===== src/rtl/smc_pkg.sv =====
package smc_pkg;

    localparam int DLEN_W = 8;
    localparam int HLEN_W = 4;
    localparam int SLEN_W = 4;
    localparam int TREG_W = DLEN_W + HLEN_W + SLEN_W;

    typedef enum logic [1:0] {
        PH_IDLE  = 2'd0,
        PH_SETUP = 2'd1,
        PH_HOLD  = 2'd2,
        PH_DATA  = 2'd3
    } phase_e;

    // field order matches the register bit layout: data high, setup low
    typedef struct packed {
        logic [DLEN_W-1:0] dlen;
        logic [HLEN_W-1:0] hlen;
        logic [SLEN_W-1:0] slen;
    } timing_t;

    localparam timing_t TIMING_SLOWEST = '{dlen: '1, hlen: '1, slen: '1};

    // lengths actually used for one access
    function automatic timing_t eff_timing(timing_t raw, logic sync);
        timing_t t;
        if (sync) begin
            t.slen = '0;
            t.hlen = HLEN_W'(1);
            t.dlen = DLEN_W'(1);
        end else begin
            t.slen = raw.slen;
            t.hlen = (raw.hlen == '0) ? HLEN_W'(1) : raw.hlen;
            t.dlen = (raw.dlen == '0) ? DLEN_W'(1) : raw.dlen;
        end
        return t;
    endfunction

    function automatic logic [DLEN_W-1:0] hold_m1(logic [HLEN_W-1:0] h);
        return {{(DLEN_W-HLEN_W){1'b0}}, h} - DLEN_W'(1);
    endfunction

    function automatic logic [DLEN_W-1:0] setup_m1(logic [SLEN_W-1:0] s);
        return {{(DLEN_W-SLEN_W){1'b0}}, s} - DLEN_W'(1);
    endfunction

endpackage


===== src/rtl/smc_timing_reg.sv =====
module smc_timing_reg
    import smc_pkg::*;
#(
    parameter timing_t RST_VAL = TIMING_SLOWEST
) (
    input  logic              clk,
    input  logic              rst,
    input  logic              we,
    input  logic [TREG_W-1:0] wdata,
    output timing_t           q
);
    always_ff @(posedge clk) begin
        if (rst)
            q <= RST_VAL;
        else if (we)
            q <= timing_t'(wdata);
    end
endmodule


===== src/rtl/smc_phase_ctr.sv =====
module smc_phase_ctr
    import smc_pkg::*;
#(
    parameter int AW = 24,
    parameter int DW = 16
) (
    input  logic          clk,
    input  logic          rst,
    input  logic          req,
    input  logic          req_we,
    input  logic [AW-1:0] req_addr,
    input  logic [DW-1:0] req_wdata,
    input  logic          mux_en,
    input  logic          sync_en,
    input  timing_t       tim,
    input  logic [DW-1:0] mem_ad_in,
    output phase_e        phase,
    output logic          mux_q,
    output logic          write_q,
    output logic [AW-1:0] addr_q,
    output logic [DW-1:0] wdata_q,
    output logic          ack,
    output logic [DW-1:0] rd_data
);
    timing_t           eff_c;
    logic [HLEN_W-1:0] lat_h;
    logic [DLEN_W-1:0] lat_d;
    logic [DLEN_W-1:0] cnt, cnt_d;
    phase_e            phase_d;
    logic              start, done;

    assign eff_c = eff_timing(tim, sync_en);

    always_comb begin
        phase_d = phase;
        cnt_d   = cnt;
        start   = 1'b0;
        done    = 1'b0;
        unique case (phase)
            PH_IDLE: begin
                if (req && !ack) begin
                    start = 1'b1;
                    if (eff_c.slen != '0) begin
                        phase_d = PH_SETUP;
                        cnt_d   = setup_m1(eff_c.slen);
                    end else if (mux_en) begin
                        phase_d = PH_HOLD;
                        cnt_d   = hold_m1(eff_c.hlen);
                    end else begin
                        phase_d = PH_DATA;
                        cnt_d   = eff_c.dlen - DLEN_W'(1);
                    end
                end
            end
            PH_SETUP: begin
                if (cnt == '0) begin
                    if (mux_q) begin
                        phase_d = PH_HOLD;
                        cnt_d   = hold_m1(lat_h);
                    end else begin
                        phase_d = PH_DATA;
                        cnt_d   = lat_d - DLEN_W'(1);
                    end
                end else begin
                    cnt_d = cnt - DLEN_W'(1);
                end
            end
            PH_HOLD: begin
                if (cnt == '0) begin
                    phase_d = PH_DATA;
                    cnt_d   = lat_d - DLEN_W'(1);
                end else begin
                    cnt_d = cnt - DLEN_W'(1);
                end
            end
            PH_DATA: begin
                if (cnt == '0) begin
                    phase_d = PH_IDLE;
                    done    = 1'b1;
                end else begin
                    cnt_d = cnt - DLEN_W'(1);
                end
            end
            default: phase_d = PH_IDLE;
        endcase
    end

    always_ff @(posedge clk) begin
        if (rst) begin
            phase   <= PH_IDLE;
            cnt     <= '0;
            ack     <= 1'b0;
            rd_data <= '0;
            lat_h   <= '0;
            lat_d   <= '0;
            mux_q   <= 1'b0;
            write_q <= 1'b0;
            addr_q  <= '0;
            wdata_q <= '0;
        end else begin
            phase <= phase_d;
            cnt   <= cnt_d;
            ack   <= done;
            if (done && !write_q)
                rd_data <= mem_ad_in;
            if (start) begin
                lat_h   <= eff_c.hlen;
                lat_d   <= eff_c.dlen;
                mux_q   <= mux_en;
                write_q <= req_we;
                addr_q  <= req_addr;
                wdata_q <= req_wdata;
            end
        end
    end
endmodule


===== src/rtl/smc_pin_drv.sv =====
module smc_pin_drv
    import smc_pkg::*;
#(
    parameter int AW = 24,
    parameter int DW = 16
) (
    input  phase_e        phase,
    input  logic          mux_q,
    input  logic          write_q,
    input  logic [AW-1:0] addr_q,
    input  logic [DW-1:0] wdata_q,
    output logic          mem_cs_n,
    output logic          mem_oe_n,
    output logic          mem_we_n,
    output logic          mem_adv_n,
    output logic [AW-1:0] mem_addr,
    output logic [DW-1:0] mem_ad_out,
    output logic          mem_ad_oe
);
    logic in_addr, in_data;

    assign in_addr = (phase == PH_SETUP) || (phase == PH_HOLD);
    assign in_data = (phase == PH_DATA);

    always_comb begin
        mem_cs_n   = !(in_addr || in_data);
        mem_adv_n  = !in_addr;
        mem_oe_n   = !(in_data && !write_q);
        mem_we_n   = !(in_data && write_q);
        mem_addr   = addr_q;
        mem_ad_oe  = 1'b0;
        mem_ad_out = '0;
        if (in_addr && mux_q) begin
            mem_ad_oe  = 1'b1;
            mem_ad_out = addr_q[DW-1:0];
        end else if (in_data && write_q) begin
            mem_ad_oe  = 1'b1;
            mem_ad_out = wdata_q;
        end
    end
endmodule


===== src/rtl/smc_phase_seq.sv =====
module smc_phase_seq
    import smc_pkg::*;
#(
    parameter int AW = 24,
    parameter int DW = 16
) (
    input  logic          clk,
    input  logic          rst,
    input  logic          cfg_we,
    input  logic [15:0]   cfg_wdata,
    output logic [15:0]   cfg_rdata,
    input  logic          mux_en,
    input  logic          sync_en,
    input  logic          req,
    input  logic          req_we,
    input  logic [AW-1:0] req_addr,
    input  logic [DW-1:0] req_wdata,
    output logic          ack,
    output logic [DW-1:0] rd_data,
    output logic          mem_cs_n,
    output logic          mem_oe_n,
    output logic          mem_we_n,
    output logic          mem_adv_n,
    output logic [AW-1:0] mem_addr,
    output logic [DW-1:0] mem_ad_out,
    output logic          mem_ad_oe,
    input  logic [DW-1:0] mem_ad_in
);
    timing_t       tim;
    phase_e        phase;
    logic          mux_q, write_q;
    logic [AW-1:0] addr_q;
    logic [DW-1:0] wdata_q;

    smc_timing_reg #(.RST_VAL(TIMING_SLOWEST)) u_treg (
        .clk   (clk),
        .rst   (rst),
        .we    (cfg_we),
        .wdata (cfg_wdata),
        .q     (tim)
    );

    assign cfg_rdata = tim;

    smc_phase_ctr #(.AW(AW), .DW(DW)) u_ctr (
        .clk       (clk),
        .rst       (rst),
        .req       (req),
        .req_we    (req_we),
        .req_addr  (req_addr),
        .req_wdata (req_wdata),
        .mux_en    (mux_en),
        .sync_en   (sync_en),
        .tim       (tim),
        .mem_ad_in (mem_ad_in),
        .phase     (phase),
        .mux_q     (mux_q),
        .write_q   (write_q),
        .addr_q    (addr_q),
        .wdata_q   (wdata_q),
        .ack       (ack),
        .rd_data   (rd_data)
    );

    smc_pin_drv #(.AW(AW), .DW(DW)) u_pins (
        .phase      (phase),
        .mux_q      (mux_q),
        .write_q    (write_q),
        .addr_q     (addr_q),
        .wdata_q    (wdata_q),
        .mem_cs_n   (mem_cs_n),
        .mem_oe_n   (mem_oe_n),
        .mem_we_n   (mem_we_n),
        .mem_adv_n  (mem_adv_n),
        .mem_addr   (mem_addr),
        .mem_ad_out (mem_ad_out),
        .mem_ad_oe  (mem_ad_oe)
    );
endmodule


===== config.mk =====
export PLATFORM = sky130hd
export DESIGN_NAME = smc_phase_seq
export DESIGN_NICKNAME = d
export VERILOG_FILES = /design/src/rtl/smc_pkg.sv /design/src/rtl/smc_timing_reg.sv /design/src/rtl/smc_phase_ctr.sv /design/src/rtl/smc_pin_drv.sv /design/src/rtl/smc_phase_seq.sv
export SDC_FILE = /design/constraint.sdc
export NUM_CORES = 1
export LEC_CHECK = 0
export BUFFER_PORTS_ARGS = -buffer_cell sky130_fd_sc_hd__buf_2
export CAP_MARGIN = 20
export CELL_PAD_IN_SITES_DETAIL_PLACEMENT = 0
export CELL_PAD_IN_SITES_GLOBAL_PLACEMENT = 2
export CORE_UTILIZATION = 28
export CTS_CLUSTER_SIZE = 28
export DETAILED_ROUTE_END_ITERATION = 10
export PLACE_DENSITY = 0.89
export SETUP_SLACK_MARGIN = 0.5
export SYNTH_ARGS = -nofsm -noshare
export SYNTH_HDL_FRONTEND = slang
export SYNTH_SLANG_ARGS = --single-unit

===== constraint.sdc =====
create_clock -name clk -period 2.7 [get_ports clk]
set_input_delay 0.135 -clock clk [delete_from_list [all_inputs] [get_ports clk]]
set_output_delay 0.135 -clock clk [all_outputs]
set_load 0.05 [all_outputs]

==> results by group <==
Status
  • Status: completed

Placed design
  • Global placer's final weighted congestion: 0.783
  • Dpl ws: 322 ps
  • DP Cell Count: 947
  • Port bufs: 156
  • DP Wirelength: 10.0 mm

Clock tree
  • Number of clock sinks: 97
  • # H-tree levels: 3
  • Max Root-Sink Buffers: 2
  • TritonCTS clock tree: built
  • Clock Tree Root: clkbuf_16
  • Clk_lat worst skew: 350 ps
  • CTS Buf Count: 9
  • Clk pin slew, worst setup/hold paths: 70 ps

Global route
  • Global-route wire length before repair: 22.8 mm
  • Pin count of the biggest net entering global routing: 77
  • Vias in the first global route: 4268
  • Antenna violations before repair: 0
  • Global Route Usage Sum: 16.2%
  • Gr ovfl total: 0

Pwr
  • Worst VDD drop: 0.000408 V
  • Pwr/cell area: 861 nW/um2
  • Static leakage power: 2.67 nW

STA
  • Minimum hold slack: 10.3 ps
  • Clock Skew: 12.2 ps
  • Worst setup margin: 451 ps
  • Final critical-path share of the clock period: 83.3%
  • Final setup violation count: 0
  • Final setup TNS: 0 ps
  • Fin. Hold Viols: 0
  • Maximum clock frequency: 0.445 GHz
  • Worst-margin pin slew: 837 ps
  • Final Max Slew Viols: 0
  • Period minus WS final: 2250 ps
  • Slew headroom: 44.2%
  • RSZ-0062 raised after global routing: true

Synth
  • Leading post-synthesis cells by cell area: dfxtp_1, nand2_1, a21oi_1
  • Seq/Total Area, Yosys: 40.8%
  • Cell count after synthesis: 599
  • Top post-synthesis cells by count: nand2_1, dfxtp_1, a21oi_1
  • Post-synthesis cell area: 4760 um2
  • Count leader, synth: nand2_1
  • Synth area leader: dfxtp_1
  • Synth warn: 0
  • Mean Syn Cell Area: 7.95 um2
  • Register bit total from synthesis: 97
  • Mapped Nets: 691
  • EDFF count, synth: 0
  • Area share of the largest cell type after synthesis: 40.8%
  • Ys async rst share: 0%
  • Distinct cell type count after synthesis: 61
  • Most common flop cell mapped by yosys: dfxtp_1

Routing
  • Routed len/inst: 14.7 um
  • Total number of vias: 4612
  • Total Wirelength: 14.3 mm
  • DR vias/cell: 4.74
  • DR iter-0 viols: 175
  • Post-detailed-route count of antenna-violating nets: 0
  • Drt pass-1 iters: 4
  • Remaining DRCs: 0

Floorplan
  • Initial Util: 28.7%
  • Die Area: 17500 um2
  • Chip width: 132 um
  • Rows: 47
  • Ports: 157
  • Area of the core: 16600 um2
  • Die height: 132 um

Finish
  • Number of nets in the layout: 840
  • Fin cells: 972
  • Antenna cells: 0
  • Area Overhead vs Synth: 32.0%
  • Share of layout cells above drive strength 1: 29.1%

Worst setup path
  • Crit path largest cell delay: 540 ps
  • WP data required: 2980 ps
  • Crit path max fanout: 4
  • CP max stage cell: or4_4
  • CP endpoint kind: flop
  • CP cell instances: or4_4 > o41a_1 > ha_4 > buf_4 > nand2_1 > mux2_2 > o221ai_1 > a21o_1 > a31oi_1
  • Worst Setup Path Type: flop to flop
  • Crit-path leading delay family: compound AO/OA/AOI/OAI gates
  • Startpoint Class: flop
  • Bufs and invs on worst path: 1
  • Worst Path Arrival: 2530 ps

Hold path
  • Hold Crit Class: primary input to flop

Job
  • Max Cap Viol: 0
## kinds of logic after synthesis
kind of cell	count (synthesis)	synth area share [%]
AND/OR/NAND/NOR	241	23.1
AO/OA/AOI/OAI	164	22.0
flip-flops	97	40.8
buffers and inverters	54	4.60
multiplexers	21	4.44
adder cells (fa/ha/maj)	13	3.42
XOR/XNOR	9	1.66
## metal layers
metal	GRT usage (%)	routed length (um)	part of all wire, %
met4	4.79	232	1.6
met1	21.8	6810	48
met2	26.2	6760	47
met3	3.04	470	3.3
met5	0	0	0
## state kept, by name (all words and copies together), names as in the netlist
register       cells
u_ctr.addr_q      24
u_ctr.ack          1
u_ctr.cnt          8
u_ctr.lat_d        8
u_ctr.rd_data     16
u_treg.q          16
u_ctr.lat_h        4
u_ctr.phase        2
u_ctr.wdata_q     16
u_ctr.mux_q        1
u_ctr.write_q      1
## cell usage in the layout, fill, tap and decap left out, drive strengths merged, types with 5 or more instances in the layout
cell	instances
ha	13
a21o	5
nand3b	6
clkbuf	10
xnor2	7
buf	174
a21oi	77
o21ai	17
nor2	25
nor2b	8
nand2b	11
nor4	6
inv	17
dfxtp	97
mux2i	20
a22o	17
nor3	12
nand2	151
o211ai	7
## layout make-up
| cell class | count | area, um2 |
|---|---|---|
| repair buffers | 177 | 1010 |
| well taps | 220 | 275 |
| fillers | 1794 | 10300 |
| clock buffers | 10 | 239 |
| inverters | 15 | 56.3 |
| clock inverters | 5 | 85.1 |
| multi-input cells | 448 | 2660 |
| flip-flops and latches | 97 | 1950 |
## worst register-to-register path, stage by stage, from the launching register on
cell	delay, ps
dfxtp_4	340
or4_4	540
o41a_1	380
ha_4	190
buf_4	120
nand2_1	50
mux2_2	140
o221ai_1	120
a21o_1	180
a31oi_1	140
## path summary, 6_finish.rpt
kind | from | endpoint | slack [ps] | cells past startpoint
min reg2reg | u_ctr.rd_data[7] | u_ctr.rd_data[7] | 450 | 2
max | u_treg.q[12] | u_ctr.cnt[4] | 450 | 9
min | cfg_wdata[3] | u_treg.q[3] | 10 | 3
max reg2reg | u_treg.q[12] | u_ctr.cnt[4] | 450 | 9
## timing repair
action / 4_1_cts / 5_1_grt
cloned: 0 / 1
buffers inserted: 5 / 1
hold buffers: 3 / 0
resized for setup: 20 / 12
pin swaps: 7 / 4
hold endpoints to repair: 3 / 0
endpoints found under the setup margin: 19 / 31
## where the power goes
part | internal [W] | switching, W
clock network | 0.000839 | 0.000582
registers | 0.00163 | 0.000200
logic | 0.000750 | 0.00140
total | 0.00322 | 0.00218
## stage by stage
stage / cell area (um2) / utilization, % / total power (W)
2_1_floorplan: 4790 / - / 0.00341
3_3_place_gp: 5790 / 34.9 / 0.00400
5_1_grt: 6280 / 37.9 / 0.00576
3_5_place_dp: 5790 / 34.9 / 0.00400
4_1_cts: 6230 / 37.6 / 0.00546
6_report: 6280 / 37.9 / 0.00541
Note: power is estimated with default switching activity, not from simulation.
